$ cat src/rtl/tagent_pkg.sv
package tagent_pkg;

  typedef enum logic [1:0] {
    SZ_BYTE = 2'd0,
    SZ_HALF = 2'd1,
    SZ_WORD = 2'd2,
    SZ_RSVD = 2'd3
  } acc_size_e;

  typedef enum logic [1:0] {
    SEL_NONE = 2'd0,
    SEL_ID   = 2'd1,
    SEL_CTRL = 2'd2,
    SEL_STAT = 2'd3
  } reg_sel_e;

  localparam int unsigned OFS_ID   = 'h00;
  localparam int unsigned OFS_CTRL = 'h20;
  localparam int unsigned OFS_STAT = 'h28;

  localparam int unsigned CLR_BIT  = 0;

endpackage

$ cat src/rtl/tagent_decode.sv
module tagent_decode
  import tagent_pkg::*;
#(
  parameter int unsigned ADDR_W = 8
) (
  input  logic              req_valid,
  input  logic              req_write,
  input  logic [1:0]        req_size,
  input  logic [ADDR_W-1:0] req_addr,
  output reg_sel_e          rd_sel,
  output logic              ctrl_wr,
  output logic              acc_err
);

  localparam logic [ADDR_W-1:0] A_ID   = ADDR_W'(OFS_ID);
  localparam logic [ADDR_W-1:0] A_CTRL = ADDR_W'(OFS_CTRL);
  localparam logic [ADDR_W-1:0] A_STAT = ADDR_W'(OFS_STAT);

  reg_sel_e hit;
  logic     word_ok;
  logic     ro_target;

  always_comb begin
    unique case (req_addr)
      A_ID:    hit = SEL_ID;
      A_CTRL:  hit = SEL_CTRL;
      A_STAT:  hit = SEL_STAT;
      default: hit = SEL_NONE;
    endcase
  end

  assign word_ok   = (acc_size_e'(req_size) == SZ_WORD);
  assign ro_target = (hit == SEL_ID) || (hit == SEL_STAT);

  always_comb begin
    rd_sel  = SEL_NONE;
    ctrl_wr = 1'b0;
    acc_err = 1'b0;
    if (req_valid) begin
      if (!word_ok || hit == SEL_NONE) begin
        acc_err = 1'b1;
      end else if (req_write) begin
        if (ro_target) acc_err = 1'b1;
        else           ctrl_wr = 1'b1;
      end else begin
        rd_sel = hit;
      end
    end
  end

endmodule

$ cat src/rtl/tagent_regs.sv
module tagent_regs
  import tagent_pkg::*;
#(
  parameter int unsigned    DATA_W    = 32,
  parameter logic [DATA_W-1:0] CTRL_MASK = 32'h0100_0700,
  parameter logic [DATA_W-1:0] CTRL_RST  = 32'h0000_0200
) (
  input  logic              clk,
  input  logic              rst_n,
  input  logic              ctrl_wr,
  input  logic [DATA_W-1:0] wdata,
  input  logic              timeout_evt,
  output logic [DATA_W-1:0] ctrl_q,
  output logic              stat_to
);

  localparam logic [DATA_W-1:0] RST_KEEP = CTRL_RST & CTRL_MASK;

  logic clr_req;

  assign clr_req = ctrl_wr && wdata[CLR_BIT];

  always_ff @(posedge clk) begin
    if (!rst_n) begin
      ctrl_q <= RST_KEEP;
    end else if (ctrl_wr) begin
      ctrl_q <= wdata & CTRL_MASK;
    end
  end

  always_ff @(posedge clk) begin
    if (!rst_n) begin
      stat_to <= 1'b0;
    end else if (timeout_evt) begin
      stat_to <= 1'b1;
    end else if (clr_req) begin
      stat_to <= 1'b0;
    end
  end

endmodule

$ cat src/rtl/tagent_rsp.sv
module tagent_rsp
  import tagent_pkg::*;
#(
  parameter int unsigned       DATA_W   = 32,
  parameter logic [DATA_W-1:0] ID_VALUE = 32'h7A61_0C01
) (
  input  logic              clk,
  input  logic              rst_n,
  input  logic              req_valid,
  input  reg_sel_e          rd_sel,
  input  logic              acc_err,
  input  logic [DATA_W-1:0] ctrl_q,
  input  logic              stat_to,
  output logic              rsp_valid,
  output logic [DATA_W-1:0] rsp_rdata,
  output logic              rsp_err
);

  logic [DATA_W-1:0] rd_mux;
  logic [DATA_W-1:0] stat_word;

  assign stat_word = {{(DATA_W-1){1'b0}}, stat_to};

  always_comb begin
    unique case (rd_sel)
      SEL_ID:   rd_mux = ID_VALUE;
      SEL_CTRL: rd_mux = ctrl_q;
      SEL_STAT: rd_mux = stat_word;
      default:  rd_mux = '0;
    endcase
  end

  always_ff @(posedge clk) begin
    if (!rst_n) begin
      rsp_valid <= 1'b0;
      rsp_rdata <= '0;
      rsp_err   <= 1'b0;
    end else begin
      rsp_valid <= req_valid;
      rsp_rdata <= req_valid ? rd_mux : '0;
      rsp_err   <= req_valid && acc_err;
    end
  end

endmodule

$ cat src/rtl/target_agent_regs.sv
module target_agent_regs
  import tagent_pkg::*;
#(
  parameter int unsigned    ADDR_W    = 8,
  parameter logic [31:0]    ID_VALUE  = 32'h7A61_0C01,
  parameter logic [31:0]    CTRL_MASK = 32'h0100_0700,
  parameter logic [31:0]    CTRL_RST  = 32'h0000_0200
) (
  input  logic              clk,
  input  logic              rst_n,
  input  logic              req_valid,
  output logic              req_ready,
  input  logic              req_write,
  input  logic [1:0]        req_size,
  input  logic [ADDR_W-1:0] req_addr,
  input  logic [31:0]       req_wdata,
  input  logic              timeout_evt,
  output logic              rsp_valid,
  output logic [31:0]       rsp_rdata,
  output logic              rsp_err
);

  localparam int unsigned DATA_W = 32;

  reg_sel_e          rd_sel;
  logic              ctrl_wr;
  logic              acc_err;
  logic [DATA_W-1:0] ctrl_q;
  logic              stat_to;

  assign req_ready = 1'b1;

  tagent_decode #(.ADDR_W(ADDR_W)) u_decode (
    .req_valid (req_valid),
    .req_write (req_write),
    .req_size  (req_size),
    .req_addr  (req_addr),
    .rd_sel    (rd_sel),
    .ctrl_wr   (ctrl_wr),
    .acc_err   (acc_err)
  );

  tagent_regs #(
    .DATA_W    (DATA_W),
    .CTRL_MASK (CTRL_MASK),
    .CTRL_RST  (CTRL_RST)
  ) u_regs (
    .clk         (clk),
    .rst_n       (rst_n),
    .ctrl_wr     (ctrl_wr),
    .wdata       (req_wdata),
    .timeout_evt (timeout_evt),
    .ctrl_q      (ctrl_q),
    .stat_to     (stat_to)
  );

  tagent_rsp #(
    .DATA_W   (DATA_W),
    .ID_VALUE (ID_VALUE)
  ) u_rsp (
    .clk       (clk),
    .rst_n     (rst_n),
    .req_valid (req_valid),
    .rd_sel    (rd_sel),
    .acc_err   (acc_err),
    .ctrl_q    (ctrl_q),
    .stat_to   (stat_to),
    .rsp_valid (rsp_valid),
    .rsp_rdata (rsp_rdata),
    .rsp_err   (rsp_err)
  );

endmodule

$ cat config.mk
export PLATFORM = sky130hd
export DESIGN_NAME = target_agent_regs
export DESIGN_NICKNAME = d
export VERILOG_FILES = /design/src/rtl/tagent_pkg.sv /design/src/rtl/tagent_decode.sv /design/src/rtl/tagent_regs.sv /design/src/rtl/tagent_rsp.sv /design/src/rtl/target_agent_regs.sv
export SDC_FILE = /design/constraint.sdc
export NUM_CORES = 1
export LEC_CHECK = 0
export BUFFER_PORTS_ARGS = -buffer_cell sky130_fd_sc_hd__buf_4
export CORE_UTILIZATION = 33
export CTS_CLUSTER_DIAMETER = 50
export DETAILED_ROUTE_END_ITERATION = 7
export GPL_ROUTABILITY_DRIVEN = 0
export PLACE_DENSITY = 0.89
export SLEW_MARGIN = 25
export SYNTH_ARGS = -nofsm -noshare
export SYNTH_HDL_FRONTEND = slang
export SYNTH_SLANG_ARGS = --single-unit
$ cat constraint.sdc
create_clock -name clk -period 1.9 [get_ports clk]
set_input_delay 0.38 -clock clk [delete_from_list [all_inputs] [get_ports clk]]
set_output_delay 0.38 -clock clk [all_outputs]
set_load 0.05 [all_outputs]
==> reports/qor.txt <==
FINISH
---------------------------------------------------------------------------------
Fillcell total                                                                198
Layout cell share with drive strength beyond 1                             41.35%
# nets final                                                                  152
Layout overhead on the synthesized area                                    24.87%
Final cell count without fillers                                              131
Combined area of the multi-input logic cells                            314.1 um2
Antenna diode count                                                             0
Area used by sequential logic in the layout                             260.3 um2

FLOORPLANNING
---------------------------------------------------------------------------------
Core region area                                                         2022 um2
DIE AREA                                                                 2387 um2
Number of I/O pins                                                             82
Height of the die                                                        48.86 um
Die X                                                                    48.86 um
Starting utilization of the core area                                      35.83%
Number of rows created at floorplan                                            16

CRITICAL PATH
---------------------------------------------------------------------------------
Top fanout value on the critical path                                           5
Cell with the biggest individual delay on the critical path                 or4_4
Worst setup SP type                                                    input port
Crit path arrival time                                                    1.63 ns
Crit. End Element                                                       flip-flop
Data required time at the worst endpoint                                  2.11 ns
Critical path's largest stage delay                                       0.58 ns
Cells along the critical path                                        buf_4 > or4_4 > nor3_4 > mux2i_1
Worst Path Class, Setup                                                    in2reg

CLOCKING
---------------------------------------------------------------------------------
CTS max path bufs                                                               2
CTS sink count                                                                 13
Cell chosen for the clock root                                           clkbuf_4
Clock tree from TritonCTS                                                     yes
Clock transition at the registers of the reported paths                   0.08 ns
Cts repair resizes                                                              0
Hold-fix buffers, CTS                                                           0
Number of clock buffers inserted by TritonCTS                                   3
Count of buffers added by post-CTS timing repair for setup                      0
Worst skew pair latency                                                   0.27 ns
H-Tree Level Count                                                              1

WORST HOLD PATH
---------------------------------------------------------------------------------
Path class of the lowest-slack min-delay path                              in2reg

GRT
---------------------------------------------------------------------------------
Overall fraction of global-route tracks in use                             10.61%
GR met3 Demand/Resource                                                    4.984%
Met1 Use GR                                                                10.60%
Peak-usage layer in the global routing report                                met2
Total congestion overflow after global routing                                  0
Maximum number of pins on one net before global-route repair                   12
Via count of the first global-routing pass                                    477
Antenna violations before repair                                                0
Global-route wire length before repair                                   1.938 mm
GR Util met2                                                               20.14%

ROUTE
---------------------------------------------------------------------------------
Final wirelength                                                         1.231 mm
Via count                                                                     531
Vias/cell                                                                   4.053
Initial detailed-routing violation count                                        7
Final routed DRC violation total                                                0
Routed length per placed instance                                        9.397 um
Antenna violation net count after detailed routing                              0
Number of optimization iterations in the first detailed-route pass              4

STA
---------------------------------------------------------------------------------
Share of the clock period used by the worst path                           74.96%
Max Clk Rate                                                            702.2 MHz
Worst clock skew                                                       0.01248 ns
Max-slew violation count                                                        0
Min setup slack post-route                                              0.4758 ns
Minimum period implied by the final worst setup slack                    1.424 ns
Unrepaired setup endpoints after global routing                             false
Final setup violation count                                                     0
Setup TNS Final                                                              0 ns
Hold Violations, Final                                                          0

YOSYS
---------------------------------------------------------------------------------
Sequential share of the synthesized area                                   35.92%
Total of warnings raised by yosys                                               0
Average footprint of a synthesized cell                                 9.532 um2
Mapped Cells                                                                   76
Synthesized area                                                        724.4 um2
Number of different library cells in the post-synthesis netlist                23
Number of synthesized register bits                                            13

RUN STATUS
---------------------------------------------------------------------------------
Run status                                                           complete, no violations

POWER AND IR DROP
---------------------------------------------------------------------------------
Int Power                                                             0.0003941 W
Part of the total power dissipated in combinational logic                   25.3%
Sequential share of power                                                   47.3%
Fraction of power spent switching nets                                     32.79%
Overall power of the completed layout                                 0.0005863 W
Static power due to leakage                                             0.4551 nW
Ratio of total power to cell area                                    648.2 nW/um2
Max rail drop VDD                                                     0.0003115 V
Clock power share                                                           27.4%
Power dissipated by switching net loads                               0.0001923 W

PLACED DESIGN
---------------------------------------------------------------------------------
Number of placed cells counting well taps                                     127
Port Buf Inserts                                                               35
Pre-CTS setup slack                                                     0.1754 ns
Half-perimeter wire length of the detailed placement result              1.061 mm

FLOW RUN
---------------------------------------------------------------------------------
Number of max-capacitance violations reported                                   0

[layout make-up]
class,instances,area share (%)
timing repair buffer,35,29.05
sequential,13,28.77
inverter,2,0.8299
multi-input combinational,50,34.72
tap,27,3.734
clock buffer,4,2.905
[power groups by stage]
stage                     clock, W  sequential (W)  combinational, W
after floorplan                  0        0.000292          0.000130
after global placement           0        0.000284          0.000146
after detailed placement         0        0.000284          0.000148
after CTS                 0.000165        0.000277          0.000148
after global routing      0.000177        0.000278          0.000155
final                     0.000161        0.000277          0.000148
[logic make-up (layout without fill, tap and decap cells)]
| kind of cell | Yosys count | count (layout) | synth area share, % |
|---|---|---|---|
| mux | 4 | 4 | 5.527 |
| simple gates | 21 | 21 | 21.93 |
| compound gates | 5 | 5 | 4.664 |
| other cells | 2 | 19 | 1.037 |
| flops | 13 | 13 | 35.92 |
| fa+ha+maj | 1 | 1 | 1.382 |
| buf+inv | 30 | 41 | 29.53 |
[placed cells by master (no fill, tap or decap), drive strengths merged, types with 2 or more instances in the layout]
| cell | instances |
|---|---|
| clkbuf | 4 |
| nand2 | 6 |
| buf | 35 |
| inv | 2 |
| nor2b | 2 |
| and3 | 3 |
| conb | 19 |
| and2 | 2 |
| o21ai | 2 |
| dfxtp | 13 |
| mux2i | 4 |
[per-stage QoR]
stage | hold WS (ns) | util, % | area [um2]
finish | 0.2985 | 44.74 | 904.6
global route | 0.3004 | 44.74 | 904.6
CTS | 0.2936 | 44.74 | 904.6
detailed placement | 0.4608 | 43.44 | 878.3
global placement | 0.4466 | 43.44 | 878.3
floorplan | 0.4303 | - | 788.3
[final timing paths]
path	start	to	slack, ns	depth (start not counted)
worst min register to register	u_regs.ctrl_q[24]	u_regs.ctrl_q[24]	0.47	2
worst max-delay path	req_addr[7]	u_regs.ctrl_q[8]	0.48	4
worst min-delay path	req_wdata[0]	u_regs.stat_to	0.30	2
worst max register to register	u_regs.stat_to	u_rsp.rsp_rdata[0]	1.05	3
[routing by layer]
layer | up-vias | routed length [um]
met2 | 33 | 666
li1 | 263 | -
met1 | 235 | 455
met4 | 0 | 0
met5 | - | 0
met3 | 0 | 109
[Yosys cell counts]
master | instances | area (um2)
a31oi_1 | 1 | 6.260
and2_1 | 2 | 12.51
and3_1 | 3 | 18.77
buf_4 | 27 | 202.7
clkbuf_1 | 1 | 3.750
conb_1 | 2 | 7.510
dfxtp_1 | 13 | 260.3
inv_1 | 2 | 7.510
maj3_1 | 1 | 10.01
mux2i_1 | 4 | 40.04
nand2_1 | 6 | 22.52
nand3_1 | 1 | 5.000
nand3b_1 | 1 | 7.510
nand4b_1 | 1 | 8.760
nor2b_1 | 2 | 12.51
nor3_4 | 1 | 16.27
nor4_4 | 1 | 21.27
nor4b_1 | 1 | 8.760
o21a_1 | 1 | 7.510
o21ai_0 | 2 | 10.01
o31a_2 | 1 | 10.01
or4_4 | 1 | 11.26
or4b_4 | 1 | 13.76
[flip-flops by register name, indices dropped and copies added (netlist names)]
signal           flops
u_rsp.rsp_rdata      6
u_regs.ctrl_q        4
u_regs.stat_to       1
u_rsp.rsp_err        1
u_rsp.rsp_valid      1
[worst max-delay path, delay by kind of cell]
| family | cells | cell delay [ns] |
|---|---|---|
| mux | 1 | 0.21 |
| simple gates | 2 | 0.93 |
| buf+inv | 1 | 0.11 |
(Power assumes the default switching activity.)
